`src/rtl/scm_pkg.sv`:
```
`timescale 1ns/1ps
package scm_pkg;

    typedef enum logic [1:0] {
        SL_IDLE = 2'd0,
        SL_DISP = 2'd1,
        SL_PRD  = 2'd2,
        SL_PWR  = 2'd3
    } slot_e;

    typedef enum logic [2:0] {
        OP_HI    = 3'd0,
        OP_LO    = 3'd1,
        OP_ARM   = 3'd2,
        OP_HI_W0 = 3'd3,
        OP_HI_W1 = 3'd4,
        OP_LO_W0 = 3'd5,
        OP_LO_W1 = 3'd6,
        OP_NOP   = 3'd7
    } cpu_op_e;

    typedef struct packed {
        logic ld_hi;
        logic ld_lo;
        logic arm;
        logic use_bus;
        logic fixed;
    } op_dec_t;

    function automatic op_dec_t decode_op(input logic [2:0] op);
        op_dec_t d;
        d = '0;
        case (op)
            OP_HI:    d.ld_hi = 1'b1;
            OP_LO:    d.ld_lo = 1'b1;
            OP_ARM:   begin d.arm = 1'b1; d.use_bus = 1'b1; end
            OP_HI_W0: begin d.ld_hi = 1'b1; d.arm = 1'b1; end
            OP_HI_W1: begin d.ld_hi = 1'b1; d.arm = 1'b1; d.fixed = 1'b1; end
            OP_LO_W0: begin d.ld_lo = 1'b1; d.arm = 1'b1; end
            OP_LO_W1: begin d.ld_lo = 1'b1; d.arm = 1'b1; d.fixed = 1'b1; end
            default:  d = '0;
        endcase
        return d;
    endfunction

endpackage

```
`src/rtl/scm_cpu_regs.sv`:
```
`timescale 1ns/1ps
module scm_cpu_regs
    import scm_pkg::*;
#(
    parameter int HI_W   = 14,
    parameter int CHIP_W = 4
) (
    input  logic              clk,
    input  logic              rst,
    input  logic              cpu_we,
    input  logic [2:0]        cpu_op,
    input  logic [HI_W-1:0]   cpu_wdata,
    input  logic              wr_done,
    output logic [HI_W-1:0]   hi_buf,
    output logic [CHIP_W-1:0] lo_buf,
    output logic              flag,
    output logic              flag_d
);
    op_dec_t dec;
    logic    accept;

    always_comb begin
        dec    = decode_op(cpu_op);
        accept = cpu_we && !flag;
    end

    always_ff @(posedge clk) begin
        if (rst) begin
            hi_buf <= '0;
            lo_buf <= '0;
            flag   <= 1'b0;
            flag_d <= 1'b0;
        end else begin
            if (accept && dec.ld_hi) hi_buf <= cpu_wdata;
            if (accept && dec.ld_lo) lo_buf <= cpu_wdata[CHIP_W-1:0];
            if (accept && dec.arm) begin
                flag   <= 1'b1;
                flag_d <= dec.use_bus ? cpu_wdata[0] : dec.fixed;
            end else if (wr_done) begin
                flag <= 1'b0;
            end
        end
    end
endmodule

```
`src/rtl/scm_slot_seq.sv`:
```
`timescale 1ns/1ps
module scm_slot_seq
    import scm_pkg::*;
#(
    parameter int RD_CYC = 2
) (
    input  logic  clk,
    input  logic  rst,
    input  logic  disp_req,
    output slot_e state,
    output logic  step
);
    localparam int CW = (RD_CYC > 1) ? $clog2(RD_CYC) : 1;

    logic [CW-1:0] cnt;

    always_comb step = (state == SL_DISP || state == SL_PRD) && (cnt == CW'(RD_CYC - 1));

    always_ff @(posedge clk) begin
        if (rst) begin
            state <= SL_IDLE;
            cnt   <= '0;
        end else begin
            case (state)
                SL_IDLE: if (disp_req) begin
                    state <= SL_DISP;
                    cnt   <= '0;
                end
                SL_DISP: if (step) begin
                    state <= SL_PRD;
                    cnt   <= '0;
                end else begin
                    cnt <= cnt + 1'b1;
                end
                SL_PRD: if (step) state <= SL_PWR;
                        else      cnt   <= cnt + 1'b1;
                default: state <= SL_IDLE;
            endcase
        end
    end
endmodule

```
`src/rtl/scm_chip_sel.sv`:
```
`timescale 1ns/1ps
module scm_chip_sel #(
    parameter int CARD_W = 2,
    parameter int CHIP_W = 4,
    parameter int CHIPS  = 10
) (
    input  logic                          all_en,
    input  logic                          one_en,
    input  logic [CARD_W-1:0]             card,
    input  logic [CHIP_W-1:0]             chip,
    output logic [(2**CARD_W)*CHIPS-1:0]  cs
);
    for (genvar c = 0; c < 2**CARD_W; c++) begin : g_card
        for (genvar k = 0; k < CHIPS; k++) begin : g_chip
            assign cs[c*CHIPS+k] = all_en |
                (one_en && card == CARD_W'(c) && chip == CHIP_W'(k));
        end
    end
endmodule

```
`src/rtl/scm_ctrl.sv`:
```
`timescale 1ns/1ps
module scm_ctrl
    import scm_pkg::*;
#(
    parameter int CARD_W   = 2,
    parameter int COMMON_W = 12,
    parameter int CHIP_W   = 4,
    parameter int CHIPS    = 10,
    parameter int RD_CYC   = 2
) (
    input  logic                               clk,
    input  logic                               rst,
    input  logic                               disp_req,
    input  logic [COMMON_W-1:0]                disp_addr,
    input  logic                               cpu_we,
    input  logic [2:0]                         cpu_op,
    input  logic [CARD_W+COMMON_W-1:0]         cpu_wdata,
    output logic                               busy,
    output logic                               rd_bit,
    output logic [(2**CARD_W)*CHIPS-1:0]       disp_lat,
    output logic [COMMON_W-1:0]                mem_addr,
    output logic [(2**CARD_W)*CHIPS-1:0]       mem_cs,
    output logic                               mem_we,
    output logic                               mem_wdata,
    input  logic [(2**CARD_W)*CHIPS-1:0]       mem_rdata
);
    localparam int HI_W = CARD_W + COMMON_W;
    localparam int NCS  = (2**CARD_W) * CHIPS;

    slot_e               state;
    logic                step;
    logic [HI_W-1:0]     hi_buf;
    logic [CHIP_W-1:0]   lo_buf;
    logic                flag, flag_d;
    logic [COMMON_W-1:0] dptr, wk_common;
    logic [CARD_W-1:0]   wk_card;
    logic [CHIP_W-1:0]   wk_chip;
    logic                wk_arm, wk_d;
    logic                wr_done, all_en, one_en;

    scm_slot_seq #(.RD_CYC(RD_CYC)) u_seq (
        .clk(clk), .rst(rst), .disp_req(disp_req), .state(state), .step(step)
    );

    scm_cpu_regs #(.HI_W(HI_W), .CHIP_W(CHIP_W)) u_regs (
        .clk(clk), .rst(rst), .cpu_we(cpu_we), .cpu_op(cpu_op),
        .cpu_wdata(cpu_wdata), .wr_done(wr_done),
        .hi_buf(hi_buf), .lo_buf(lo_buf), .flag(flag), .flag_d(flag_d)
    );

    scm_chip_sel #(.CARD_W(CARD_W), .CHIP_W(CHIP_W), .CHIPS(CHIPS)) u_sel (
        .all_en(all_en), .one_en(one_en), .card(wk_card), .chip(wk_chip), .cs(mem_cs)
    );

    always_comb begin
        all_en    = (state == SL_DISP);
        one_en    = (state == SL_PRD) || (state == SL_PWR);
        wr_done   = (state == SL_PWR) && wk_arm;
        mem_we    = wr_done;
        mem_wdata = wk_d;
        mem_addr  = all_en ? dptr : wk_common;
        busy      = flag;
    end

    always_ff @(posedge clk) begin
        if (rst) begin
            dptr      <= '0;
            wk_common <= '0;
            wk_card   <= '0;
            wk_chip   <= '0;
            wk_arm    <= 1'b0;
            wk_d      <= 1'b0;
            disp_lat  <= '0;
            rd_bit    <= 1'b0;
        end else begin
            if (state == SL_IDLE && disp_req) dptr <= disp_addr;
            if (state == SL_DISP && step) begin
                disp_lat             <= mem_rdata;
                {wk_card, wk_common} <= hi_buf;
                wk_chip              <= lo_buf;
                wk_arm               <= flag;
                wk_d                 <= flag_d;
            end
            if (state == SL_PRD && step) rd_bit <= |mem_rdata;
        end
    end
endmodule

```
`config.mk`:
```
export PLATFORM = sky130hd
export DESIGN_NAME = scm_ctrl
export DESIGN_NICKNAME = d
export VERILOG_FILES = /design/src/rtl/scm_pkg.sv /design/src/rtl/scm_cpu_regs.sv /design/src/rtl/scm_slot_seq.sv /design/src/rtl/scm_chip_sel.sv /design/src/rtl/scm_ctrl.sv
export SDC_FILE = /design/constraint.sdc
export NUM_CORES = 1
export LEC_CHECK = 0
export ABC_AREA = 1
export BUFFER_PORTS_ARGS = -buffer_cell sky130_fd_sc_hd__buf_2
export CAP_MARGIN = 20
export CORE_UTILIZATION = 50
export DETAILED_ROUTE_END_ITERATION = 12
export GPL_TIMING_DRIVEN = 0
export PLACE_DENSITY = 0.86
export SETUP_SLACK_MARGIN = 0.05
export SLEW_MARGIN = 10
export SYNTH_ARGS = -nofsm -noshare
export SYNTH_HDL_FRONTEND = slang
export SYNTH_SLANG_ARGS = --single-unit
```
`constraint.sdc`:
```
create_clock -name clk -period 4.15 [get_ports clk]
set_input_delay 0.2075 -clock clk [delete_from_list [all_inputs] [get_ports clk]]
set_output_delay 0.2075 -clock clk [all_outputs]
set_load 0.005 [all_outputs]
```
# Word level (Yosys, flattened, before mapping)
# Cells that the tools add are included.
# totals
elab_cells	166
input_bits	73
reg_bits	96
output_inout_bits	96
# op_classes
reduce_logical	69
addsub	1
bitwise	40
muxes	17
eq_ne	25
# op_table
op	n
1-bit logical AND	53
1-bit bitwise OR	40
40-bit OR reduction	1
4-bit by 3-bit == test with 1-bit output, second input constant	4
12-bit two-way mux	1
1-bit two-way mux	11
3-bit == test, second input constant	3
2-bit == test, second input constant	4
4-bit by 2-bit == test with 1-bit output, second input constant	2
4-bit == test, second input constant	2
2-bit inequality test, second input constant	4
3-bit by 2-bit == test with 1-bit output, second input constant	2
2-bit two-way mux	3
2-bit case mux with 3 select lines	1
3-bit AND reduction	2
3-bit OR reduction	2
5-bit OR reduction	1
2-bit by 1-bit == test with 1-bit output, second input constant	2
4-bit by 1-bit == test with 1-bit output, second input constant	1
2-bit zero test	2
4-bit zero test	1
3-bit by 1-bit == test with 1-bit output, second input constant	1
3-bit zero test	1
1-bit case mux with 3 select lines	1
other kinds (6)	7

# Longest topological paths before layout
# depth
ltp_word	5
ltp_mapped	8
mapped_depth_nobuf	8

# Cells and area by module
# A second synthesis with hierarchy kept.
# unflattened
cells_unflattened	685
hier_area_um2	4959.8
# by_module_without_submodules
mod	seq_area_each_um2	area_per_inst_um2	n_inst	cells_per_inst
scm_ctrl	1461.4	3310.7	1	394
scm_cpu_regs	400.4	952.2	1	139
scm_chip_sel	0.0	469.2	1	117
scm_slot_seq	60.1	227.7	1	35

# Worst setup path before layout
# No wires, ideal clock.
# synth_path
path_type	flip-flop to flip-flop
startpoint	register u_seq.state[0]
endpoint	register wk_card[1]
path_slack_ns	2.779
path_stages_with_launch	8
path_buffers	2
t_required_ns	4.033
synth_period_minus_slack_ns	1.371
setup_ns	0.117
arrival_ns	1.253
cell_sequence	dfxtp_1 inv_1 ha_1 nand3_2 buf_6 buf_6 o21ai_1 a21oi_1
# synth_between
elab_chain_cells	4
elab_cells_between_ends	5
classes_between	eq/ne: 2; reduce/logical: 3
# synth_rtl
element	line	text
from (decl)	scm_slot_seq.sv:10	output slot_e state,
from (signal assigned)	scm_slot_seq.sv:21	state <= SL_IDLE;
from (signal assigned)	scm_slot_seq.sv:26	state <= SL_DISP;
from (signal assigned)	scm_slot_seq.sv:30	state <= SL_PRD;
2-bit by 1-bit == test with 1-bit output or 2-bit == test (tied branches)	scm_slot_seq.sv:17, scm_ctrl.sv:77	
1-bit logical OR	scm_slot_seq.sv:17	always_comb step = (state == SL_DISP || state == SL_PRD) && (cnt == CW'(RD_CYC - 1));
1-bit logical AND	scm_slot_seq.sv:17	
1-bit logical AND (*)	scm_ctrl.sv:77	if (state == SL_DISP && step) begin
to (signal assigned)	scm_ctrl.sv:79	{wk_card, wk_common} <= hi_buf;
to (decl)	scm_ctrl.sv:36	logic [CARD_W-1:0] wk_card;
# Every way passes the cells marked *; elsewhere a longest branch is shown, timed or not.
# A chain may end at the register's enable or synchronous reset.

# Worst setup path after layout
# layout_path
startpoint	register u_seq.state[1]
endpoint	output mem_cs[5]
# layout_between
elab_chain_cells	5
elab_cells_between_ends	7
classes_between	eq/ne: 3; bitwise: 1; reduce/logical: 3
# layout_rtl
element	line	text
2-bit == test	scm_ctrl.sv:57	one_en = (state == SL_PRD) || (state == SL_PWR);
1-bit logical OR	scm_ctrl.sv:57	
1-bit logical AND (2 in series)	scm_chip_sel.sv:16	(one_en && card == CARD_W'(c) && chip == CHIP_W'(k));
1-bit bitwise OR (*)	scm_chip_sel.sv:15	assign cs[c*CHIPS+k] = all_en |
to (decl)	scm_ctrl.sv:22	output logic [(2**CARD_W)*CHIPS-1:0] mem_cs,
# Marks and branches as above.

==> results.json <==
{
  "status": "finished clean",
  "crit_path_top_delay_cell": "dfxtp_1",
  "leakage_nw": 2.49,
  "p_comb_share_pct": 31.2,
  "drv_slew": 0,
  "first_iter_violations": 241,
  "wl_um": 11300,
  "synth_cell_types": 23,
  "avgSynthCellArea_um2": 7.30,
  "clock.fmax_mhz": 461,
  "final_nets": 839,
  "worst_setup_path_start_kind": "flop",
  "grt_use_met3_pct": 3.96,
  "antenna_cells": 0,
  "busiest_layer": "met2",
  "cts.repair.resized": 0,
  "fin_skew_ns": 0.0161,
  "tightest_slew_ns": 0.436,
  "antenna_found_initial": 0,
  "coreArea_um2": 8220,
  "period_share_pct": 52.2,
  "hpwl_um": 8690,
  "cp_num_buf_inv": 5,
  "syn-cell-area_um2": 4260,
  "cp_common_cell": "inv_1",
  "clock-sinks": 96,
  "slew_headroom_pct": 70.9,
  "synth_top_area_share_pct": 45.2,
  "synthFlopType": "dfxtp_1",
  "grtUsageMet2_pct": 42.5,
  "die_area_um2": 8880,
  "use_met1_pct": 30.4,
  "rsz0062_at_grt": "false",
  "insertion_delay_ns": 0.36,
  "grt_max_degree": 19,
  "worstPathArrival_ns": 1.96,
  "dr.pass1.iters": 5,
  "p_sw_mw": 0.864,
  "gp_congestion": 0.895,
  "cts_setup_buffers": 0,
  "criticalPathCategory": "flop to primary output",
  "end_kind": "primary output",
  "p_seq_share_pct": 44.1,
  "ff2ff_setup_slack_ns": 2.55,
  "finish.utilization_pct": 66.0,
  "vias_per_cell": 5.14,
  "cts_made_buffers": 9,
  "ctsLongestPathBuffers": 2,
  "critical_path.cell_chain": "inv_1 -> ha_1 -> buf_6 -> inv_1 -> clkbuf_1 -> o21ai_0 -> buf_2",
  "drive_above_1_share_pct": 28.7,
  "p_int_mw": 1.59,
  "cp_data_required_time_ns": 3.94,
  "cts_tree": "built",
  "hold_violations": 0,
  "synthTopCellsByArea": "dfxtp_1 45%, o21ai_0 12%, a21oi_1 8.1%, nor2_1 7.8%, inv_1 6.4%",
  "cts_max_level": 3,
  "port_buffers": 168,
  "vias": 4480,
  "setup_viol": 0,
  "critical-path-max-stage-delay_ns": 0.37,
  "yosysMostFrequentCell": "o21ai_0",
  "fillCellCount": 718,
  "cap_viol_max_count": 0,
  "synth_fp_nets": 660,
  "num_io_pins": 169,
  "ir_drop_mv": 0.189,
  "power_density_nw_per_um2": 453,
  "ys_async_sr_fraction_pct": 0,
  "synth_seq_cells": 96,
  "synth_warnings": 0,
  "drc_errors": 0,
  "die_h_um": 94.3,
  "wl_per_cell_um": 12.9,
  "rows": 33,
  "grt_pass1_wl_um": 17200,
  "cp_max_fo": 10,
  "path_clk_slew_ns": 0.10,
  "synth_top_area_cell": "dfxtp_1",
  "sw_frac_of_total_pct": 35.2,
  "clock-root-buffer": "clkbuf_8",
  "synth_edf_count": 0,
  "postCtsHoldBufs": 0,
  "crit_family": "buffers and inverters",
  "die_x_um": 94.3,
  "finalCriticalPeriod_ns": 2.17,
  "clockPowerShare_pct": 24.7,
  "syn2layout_area_growth_pct": 27.4,
  "grt-ovfl-total": 0,
  "tns_ns": 0,
  "grt.total_usage_pct": 24.6,
  "grt_pass1_vias": 3855,
  "initial_core_util_pct": 51.8,
  "synth_seq_area_share_pct": 45.2,
  "synth_common_cells": "102 x o21ai_0, 96 x dfxtp_1, 88 x nor2_1",
  "syn_inst": 583,
  "postRouteAntennaNets": 0,
  "hp-class": "input port to flop"
}
## flip-flops by register name, summed over array words and instances, names as in the netlist, 2 cells and up
signal / flops
disp_lat: 40
u_regs.hi_buf: 14
dptr: 12
wk_common: 12
u_regs.lo_buf: 4
wk_chip: 4
u_seq.state: 2
wk_card: 2
## metal layers
metal,up-vias,routed length (um)
met5,-,0
met4,0,189
met3,21,703
met2,176,5450
met1,2030,4920
li1,2253,-
## metrics by stage
stage | hold slack (ns) | area [um2] | instances | power (mW) | setup WS (ns)
finish | 0.0745 | 5420 | 872 | 2.45 | 1.98
global route | 0.0743 | 5420 | 872 | 2.61 | 1.80
CTS | 0.0645 | 5420 | 872 | 2.45 | 1.99
detailed placement | 0.431 | 5230 | 856 | 1.85 | 2.39
global placement | 0.427 | 5230 | 856 | 1.82 | 2.49
floorplan | 0.277 | 4260 | 583 | 1.52 | 2.78
## power groups by stage
stage	Combinational, mW	Clock [mW]	Sequential [mW]
after detailed placement	0.752	0	1.10
after CTS	0.754	0.620	1.08
after floorplan	0.433	0	1.09
after global routing	0.858	0.663	1.09
final	0.765	0.607	1.08
after global placement	0.728	0	1.09
## path summary, 6_finish.rpt
check | endpoint | start | cells after the start
worst max-delay path | mem_cs[5] | u_seq.state[1] | 7
worst min-delay path | u_regs.lo_buf[0] | rst | 2
worst max register to register | disp_lat[4] | u_seq.state[0] | 6
worst min register to register | disp_lat[28] | disp_lat[28] | 2
## placed cells by master, fill, tap and decap left out, types with 3 or more instances in the layout
cell type,instances
inv_1,73
nand3_1,16
a21oi_1,69
o21ai_0,102
nor2_1,88
inv_6,3
o21ai_1,37
ha_1,4
clkbuf_1,12
dfxtp_1,96
o21ai_2,3
buf_2,175
nand2_1,47
buf_6,15
inv_2,3
clkbuf_8,10
## logic make-up (layout without fill, tap and decap cells)
logic type / Yosys count / count (layout) / share of synthesized area, %
compound gates: 213 / 213 / 25.4
simple gates: 159 / 159 / 15.5
buf+inv: 111 / 295 / 12.7
flops: 96 / 96 / 45.2
fa+ha+maj: 4 / 4 / 1.18
## layout make-up
type                       instances  area, um2  share of cell area (%)
buffer                            34        249                    4.59
clock buffer                      10        138                    2.54
clock inverter                     6       56.3                    1.04
inverter                          77        292                    5.38
multi-input combinational        376       1790                    33.1
sequential                        96       1920                    35.4
tap                              105        131                    2.42
timing repair buffer             168        841                    15.5
## worst reg2reg max path: stages (launching register included)
cell      delay [ns]
dfxtp_1         0.37
inv_1           0.08
ha_1            0.35
nand3_2         0.12
clkbuf_1        0.33
o21ai_0         0.17
a21oi_1         0.13
Power figures use the tool's default switching activity.
